==> src/rtl/walk_pkg.sv <==
package walk_pkg;

  typedef enum logic [2:0] {
    ST_IDLE,
    ST_L1_REQ,
    ST_L1_WAIT,
    ST_L2_REQ,
    ST_L2_WAIT,
    ST_DONE
  } walk_state_e;

endpackage

==> src/rtl/walk_split.sv <==
module walk_split #(
  parameter int VA_W     = 32,
  parameter int L1_IDX_W = 10,
  parameter int L2_IDX_W = 10,
  parameter int PG_OFF_W = 12
) (
  input  logic [VA_W-1:0]     vaddr,
  input  logic [L1_IDX_W:0]   tbl_len,
  output logic [L1_IDX_W-1:0] l1_idx,
  output logic [L2_IDX_W-1:0] l2_idx,
  output logic                beyond_len
);

  // upper field indexes the top table, middle field the second table
  assign l1_idx = vaddr[VA_W-1 -: L1_IDX_W];
  assign l2_idx = vaddr[PG_OFF_W +: L2_IDX_W];

  // length counts entries, so an index equal to it is already outside
  assign beyond_len = ({1'b0, l1_idx} >= tbl_len);

  // the page offset plays no part in the walk
  logic unused_offset;
  assign unused_offset = ^vaddr[PG_OFF_W-1:0];

endmodule

==> src/rtl/walk_addr.sv <==
module walk_addr #(
  parameter int PA_W     = 32,
  parameter int PG_OFF_W = 12,
  parameter int IDX_W    = 10,
  parameter int ENT_LG2  = 2
) (
  input  logic [PA_W-PG_OFF_W-1:0] frame,
  input  logic [IDX_W-1:0]         idx,
  output logic [PA_W-1:0]          addr
);

  // bits left between index and frame when a table is smaller than a frame
  localparam int PAD_W = PG_OFF_W - IDX_W - ENT_LG2;

  generate
    if (PAD_W > 0) begin : g_pad
      assign addr = {frame, {PAD_W{1'b0}}, idx, {ENT_LG2{1'b0}}};
    end else begin : g_tight
      assign addr = {frame, idx, {ENT_LG2{1'b0}}};
    end
  endgenerate

endmodule

==> src/rtl/walk_ctrl.sv <==
module walk_ctrl
  import walk_pkg::*;
#(
  parameter int PA_W     = 32,
  parameter int PTE_W    = 32,
  parameter int PG_OFF_W = 12,
  parameter int L2_IDX_W = 10,
  parameter int VLD_BIT  = 0
) (
  input  logic                     clk,
  input  logic                     rst,
  input  logic                     req_valid,
  output logic                     req_ready,
  input  logic                     acc_beyond,
  input  logic [L2_IDX_W-1:0]      acc_l2_idx,
  input  logic [PA_W-1:0]          l1_addr,
  input  logic [PA_W-1:0]          l2_addr,
  output logic [L2_IDX_W-1:0]      l2_idx_q,
  output logic                     mem_req_valid,
  input  logic                     mem_req_ready,
  output logic [PA_W-1:0]          mem_req_addr,
  input  logic                     mem_rsp_valid,
  input  logic [PTE_W-1:0]         mem_rsp_data,
  output logic                     resp_valid,
  input  logic                     resp_ready,
  output logic                     resp_fault,
  output logic [PA_W-PG_OFF_W-1:0] resp_frame
);

  localparam int FRM_W = PA_W - PG_OFF_W;

  walk_state_e state;
  logic        ent_ok;
  logic [FRM_W-1:0] ent_frame;

  assign ent_ok    = mem_rsp_data[VLD_BIT];
  assign ent_frame = mem_rsp_data[PG_OFF_W +: FRM_W];
  assign req_ready = (state == ST_IDLE);

  logic unused_pte;
  assign unused_pte = ^mem_rsp_data[PG_OFF_W-1:VLD_BIT+1];

  always_ff @(posedge clk) begin
    if (rst) begin
      state         <= ST_IDLE;
      l2_idx_q      <= '0;
      mem_req_valid <= 1'b0;
      mem_req_addr  <= '0;
      resp_valid    <= 1'b0;
      resp_fault    <= 1'b0;
      resp_frame    <= '0;
    end else begin
      case (state)
        ST_IDLE: begin
          if (req_valid) begin
            l2_idx_q <= acc_l2_idx;
            if (acc_beyond) begin
              state      <= ST_DONE;
              resp_valid <= 1'b1;
              resp_fault <= 1'b1;
              resp_frame <= '0;
            end else begin
              state         <= ST_L1_REQ;
              mem_req_valid <= 1'b1;
              mem_req_addr  <= l1_addr;
            end
          end
        end
        ST_L1_REQ: begin
          if (mem_req_ready) begin
            mem_req_valid <= 1'b0;
            state         <= ST_L1_WAIT;
          end
        end
        ST_L1_WAIT: begin
          if (mem_rsp_valid) begin
            if (!ent_ok) begin
              state      <= ST_DONE;
              resp_valid <= 1'b1;
              resp_fault <= 1'b1;
              resp_frame <= '0;
            end else begin
              state         <= ST_L2_REQ;
              mem_req_valid <= 1'b1;
              mem_req_addr  <= l2_addr;
            end
          end
        end
        ST_L2_REQ: begin
          if (mem_req_ready) begin
            mem_req_valid <= 1'b0;
            state         <= ST_L2_WAIT;
          end
        end
        ST_L2_WAIT: begin
          if (mem_rsp_valid) begin
            state      <= ST_DONE;
            resp_valid <= 1'b1;
            resp_fault <= !ent_ok;
            resp_frame <= ent_ok ? ent_frame : '0;
          end
        end
        ST_DONE: begin
          if (resp_ready) begin
            resp_valid <= 1'b0;
            state      <= ST_IDLE;
          end
        end
        default: state <= ST_IDLE;
      endcase
    end
  end

  AST_OOB_NO_READ: assert property (@(posedge clk) disable iff (rst)
    (req_valid && req_ready && acc_beyond) |=> (resp_valid && resp_fault && !mem_req_valid));

  AST_L1_INVALID_STOP: assert property (@(posedge clk) disable iff (rst)
    (state == ST_L1_WAIT && mem_rsp_valid && !ent_ok) |=> (resp_valid && resp_fault && !mem_req_valid));

  AST_FAULT_FRAME_ZERO: assert property (@(posedge clk) disable iff (rst)
    (resp_valid && resp_fault) |-> (resp_frame == '0));

  AST_BUSY_NOT_READY: assert property (@(posedge clk) disable iff (rst)
    (resp_valid || mem_req_valid) |-> !req_ready);

  AST_MEMREQ_HOLD: assert property (@(posedge clk) disable iff (rst)
    (mem_req_valid && !mem_req_ready) |=> (mem_req_valid && $stable(mem_req_addr)));

  AST_ONE_OUTSTANDING: assert property (@(posedge clk) disable iff (rst)
    (mem_req_valid && mem_req_ready) |=> !mem_req_valid);

  AST_RESP_HOLD: assert property (@(posedge clk) disable iff (rst)
    (resp_valid && !resp_ready) |=> (resp_valid && $stable(resp_fault) && $stable(resp_frame)));

endmodule

==> src/rtl/pt_walker2.sv <==
module pt_walker2 #(
  parameter int VA_W     = 32,
  parameter int PA_W     = 32,
  parameter int PTE_W    = 32,
  parameter int L1_IDX_W = 10,
  parameter int L2_IDX_W = 10,
  parameter int PG_OFF_W = 12
) (
  input  logic                     clk,
  input  logic                     rst,
  input  logic                     req_valid,
  output logic                     req_ready,
  input  logic [VA_W-1:0]          req_vaddr,
  input  logic [PA_W-1:0]          req_tbl_base,
  input  logic [L1_IDX_W:0]        req_tbl_len,
  output logic                     resp_valid,
  input  logic                     resp_ready,
  output logic                     resp_fault,
  output logic [PA_W-PG_OFF_W-1:0] resp_frame,
  output logic                     mem_req_valid,
  input  logic                     mem_req_ready,
  output logic [PA_W-1:0]          mem_req_addr,
  input  logic                     mem_rsp_valid,
  input  logic [PTE_W-1:0]         mem_rsp_data
);

  localparam int FRM_W   = PA_W - PG_OFF_W;
  localparam int ENT_LG2 = $clog2(PTE_W / 8);

  logic [L1_IDX_W-1:0] l1_idx;
  logic [L2_IDX_W-1:0] l2_idx;
  logic [L2_IDX_W-1:0] l2_idx_q;
  logic                beyond_len;
  logic [PA_W-1:0]     l1_addr;
  logic [PA_W-1:0]     l2_addr;

  logic unused_base_low;
  assign unused_base_low = ^req_tbl_base[PG_OFF_W-1:0];

  walk_split #(
    .VA_W(VA_W), .L1_IDX_W(L1_IDX_W), .L2_IDX_W(L2_IDX_W), .PG_OFF_W(PG_OFF_W)
  ) u_split (
    .vaddr(req_vaddr), .tbl_len(req_tbl_len),
    .l1_idx(l1_idx), .l2_idx(l2_idx), .beyond_len(beyond_len)
  );

  // top-level entry address, built from the live inputs at acceptance
  walk_addr #(
    .PA_W(PA_W), .PG_OFF_W(PG_OFF_W), .IDX_W(L1_IDX_W), .ENT_LG2(ENT_LG2)
  ) u_l1_addr (
    .frame(req_tbl_base[PA_W-1:PG_OFF_W]), .idx(l1_idx), .addr(l1_addr)
  );

  // second-level entry address, built straight from the returning top entry
  walk_addr #(
    .PA_W(PA_W), .PG_OFF_W(PG_OFF_W), .IDX_W(L2_IDX_W), .ENT_LG2(ENT_LG2)
  ) u_l2_addr (
    .frame(mem_rsp_data[PG_OFF_W +: FRM_W]), .idx(l2_idx_q), .addr(l2_addr)
  );

  walk_ctrl #(
    .PA_W(PA_W), .PTE_W(PTE_W), .PG_OFF_W(PG_OFF_W), .L2_IDX_W(L2_IDX_W), .VLD_BIT(0)
  ) u_ctrl (
    .clk(clk), .rst(rst),
    .req_valid(req_valid), .req_ready(req_ready),
    .acc_beyond(beyond_len), .acc_l2_idx(l2_idx),
    .l1_addr(l1_addr), .l2_addr(l2_addr), .l2_idx_q(l2_idx_q),
    .mem_req_valid(mem_req_valid), .mem_req_ready(mem_req_ready),
    .mem_req_addr(mem_req_addr),
    .mem_rsp_valid(mem_rsp_valid), .mem_rsp_data(mem_rsp_data),
    .resp_valid(resp_valid), .resp_ready(resp_ready),
    .resp_fault(resp_fault), .resp_frame(resp_frame)
  );

endmodule

==> config.mk <==
export PLATFORM = sky130hd
export DESIGN_NAME = pt_walker2
export DESIGN_NICKNAME = d
export VERILOG_FILES = /design/src/rtl/walk_pkg.sv /design/src/rtl/walk_split.sv /design/src/rtl/walk_addr.sv /design/src/rtl/walk_ctrl.sv /design/src/rtl/pt_walker2.sv
export SDC_FILE = /design/constraint.sdc
export NUM_CORES = 1
export LEC_CHECK = 0
export ABC_AREA = 1
export BUFFER_PORTS_ARGS = -buffer_cell sky130_fd_sc_hd__buf_4
export CAP_MARGIN = 20
export CORE_ASPECT_RATIO = 1.2
export CORE_MARGIN = 4
export CORE_UTILIZATION = 30
export CTS_BUF_LIST = sky130_fd_sc_hd__clkbuf_4 sky130_fd_sc_hd__clkbuf_8
export DETAILED_ROUTE_END_ITERATION = 7
export GPL_ROUTABILITY_DRIVEN = 0
export MAX_ROUTING_LAYER = met4
export PLACE_DENSITY_LB_ADDON = 0.25
export RECOVER_POWER = 100
export SYNTH_ARGS = -nofsm -noshare
export SYNTH_HDL_FRONTEND = slang
export SYNTH_SLANG_ARGS = --single-unit
==> constraint.sdc <==
create_clock -name clk -period 2.18 [get_ports clk]
set_input_delay 0.109 -clock clk [delete_from_list [all_inputs] [get_ports clk]]
set_output_delay 0.109 -clock clk [all_outputs]
set_load 0.005 [all_outputs]
==> results.md <==
* Rows at 43
* Dominant cell type by area after synthesis: dfxtp_1
* Postcts setup bufs at 0
* Final Skew at 0.007803 ns
* Initial antenna violation count at 0
* Die area at 14060 um2
* Prevailing post-synth register cell: dfxtp_1
* Die Ht at 129.1 um
* Count of cell types in the netlist at 26
* R2R Path Start: u_ctrl.state[2]$_SDFFE_PP0P_
* Final setup viols at 0
* Sequential cell area fraction in the yosys report at 36.05%
* Most common cell in the netlist: nand2_1
* Worst Setup Path Type: flop to flop
* # clock sinks at 66
* ANT nets after route at 0
* Post-Layout Inst Area at 4935 um2
* Placement-stage cell area at 4802 um2
* Final worst slack at 0.2965 ns
* Power Dens Cells at 1239 nW/um2
* Avg Cell Area, Syn at 6.018 um2
* First-pass GRT wire length at 16750 um
* DRC at 0
* CP top delay family: simple AND/OR/NAND/NOR gates
* CTS root buf: clkbuf_8
* Asr flop ratio synth at 0%
* Final hold vios at 0
* Dpl hpwl at 7936 um
* Max FO, Critical Path at 30
* Largest net degree at the start of global routing at 43
* Via count at 3829
* Maximum vdd ir drop at 0.0004747 V
* Cell mode on critical path: nand2_1
* Critical Path RT at 2.42 ns
* Syn Inst Count at 609
* Leak at 2.712 nW
* Fin util at 41.88%
* Core Area at 11780 um2
* RSZ-0062 raised after global routing: false
* Share of layout cells above drive strength 1 at 21.70%
* Worst setup EP type: flop
* Deepest clock path buffer count at 2
* Arr. time, crit path at 2.13 ns
* Max Freq at 0.5309 GHz
* Final #Nets at 860
* # fillers at 1282
* Post-synthesis cell area at 3665 um2
* Hold Path Origin: req_vaddr[14]
* Die width at 108.9 um
* Vias/cell at 4.259
* Total gr overflow at 0
* Top Ports at 169
* Total track usage at 15.53%
* CTS Buf Count at 9
* Slack of the worst reg-to-reg path at 0.30 ns
* Resize count post-CTS at 0
* Vias in the first global route at 3637
* Crit path launch type: flop
* Drt first pass iters at 4
* Setup crit start: u_ctrl.state[2]$_SDFFE_PP0P_
* Post-Route WL at 10340 um
* FF+latch count, synth at 66
* EDFF count, synth at 0
* Max-cap viol count at 0
* Post-place setup slack at 0.2264 ns
* Clock transition at path regs at 0.07 ns
* Crit path buffers/inverters at 2
* Initial Utilization at 31.10%
* Top cells by count, synth: 201 x nand2_1, 116 x nor2_1, 97 x inv_1
* Skew-Pair Late Insertion Delay at 0.35 ns
* Top cells by area, synth: dfxtp_1 36%, nand2_1 21%, nor2_1 12%
* Status: complete, no violations
* Synthesis-to-finish area growth at 34.65%
* 1st-iter DRT viols at 202
* Crit-path slowest cell: clkbuf_4
* Hold Path Class: input port to flop
* WL per Instance at 11.50 um
* Worst-Margin Slew at 0.6929 ns
* Post-synth top area share at 36.05%
* Slew Viols, Final at 0
* Ant. Diodes at 0
* H-tree depth at 3
* Final period util at 86.40%
* Warnings, synthesis at 0
* CTS tree: yes
* Crit path time final at 1.883 ns
* Slew Limit Headroom at 53.74%
* Placed cell count at 882
* Fin cells at 899
* Setup tns final at 0 ns
* CP max stage delay at 0.35 ns
* Crit-path cells: inv_1 > nand2_4 > nor2_4 > nand2_1 > nand3_2 > a21oi_1 > nand3_1 > clkbuf_4 > nand2_1 > nand2_1 > nor2_1
* PortBufs at 131
-- worst paths after layout --
check                                            end  cells past startpoint
setup reg to reg  u_ctrl.resp_frame[18]$_SDFFE_PP0P_                     11
hold / removal       u_ctrl.l2_idx_q[2]$_SDFFE_PP0P_                      3
setup / recovery  u_ctrl.resp_frame[18]$_SDFFE_PP0P_                     11
hold reg to reg      u_ctrl.l2_idx_q[2]$_SDFFE_PP0P_                      2
-- worst min-delay path, stage by stage --
cell     delay [ns]
buf_4          0.07
o21ai_0        0.07
a21oi_1        0.10
-- kinds of logic (layout without fill, tap and decap cells) --
family / count (synthesis) / in the layout / synth area share [%]
adders and majority gates: 10 / 10 / 3.414
and+or+nand+nor: 349 / 349 / 38.51
DFF: 66 / 66 / 36.05
buffers and inverters: 134 / 266 / 14.82
other: 1 / 2 / 0.1023
AOI/OAI and AO/OA: 49 / 49 / 7.102
-- stage by stage --
stage,hold slack [ns],power (mW)
after global routing,0.02769,6.803
final,0.03412,6.112
after detailed placement,0.3259,5.272
after global placement,0.3255,5.227
after floorplan,0.1781,4.157
after CTS,0.01972,6.363
-- state kept, by name, indices dropped and copies added, names as in the netlist --
| signal | flops |
|---|---|
| u_ctrl.mem_req_addr | 30 |
| u_ctrl.resp_frame | 20 |
| u_ctrl.l2_idx_q | 10 |
| u_ctrl.state | 3 |
| u_ctrl.mem_req_valid | 1 |
| u_ctrl.resp_fault | 1 |
| u_ctrl.resp_valid | 1 |
-- where the power goes --
group | switching (mW) | internal [mW]
sequential | 0.208 | 1.62
clock | 0.482 | 0.568
combinational | 1.98 | 1.26
-- cell type report --
class	count	area (um2)	share of cell area [%]
Multi-Input combinational cell	410	1785	36.18
Sequential cell	66	1321	26.77
Timing Repair Buffer	143	1031	20.89
Inverter	107	401.6	8.139
Tap cell	157	196.4	3.981
Clock buffer	11	145.1	2.941
Clock inverter	5	53.80	1.090
-- repair_timing --
action | in CTS | in global routing
endpoints found under the hold margin | 4 | 0
setup endpoints to repair | 0 | 0
hold buffers | 1 | 0
-- cell usage in the layout, fill, tap and decap left out, types with 2 or more instances in the layout --
cell / n
conb_1: 2
clkbuf_1: 12
nor2_4: 2
nand2_4: 2
nor2_1: 116
o21ai_0: 29
clkbuf_4: 45
buf_4: 86
nand4_1: 13
inv_1: 98
inv_2: 7
ha_1: 10
dfxtp_1: 66
clkbuf_8: 10
clkinv_2: 3
a21oi_1: 18
nand3_2: 2
nand2_1: 202
nand3_1: 9
clkinv_1: 2
-- per-layer routing --
metal  share of wire (%)  GRT usage, %
met5                   0             -
met4                 1.8         5.646
met3                 6.1         3.737
met2                  48         25.49
met1                  44         18.41
(Power assumes the default switching activity.)
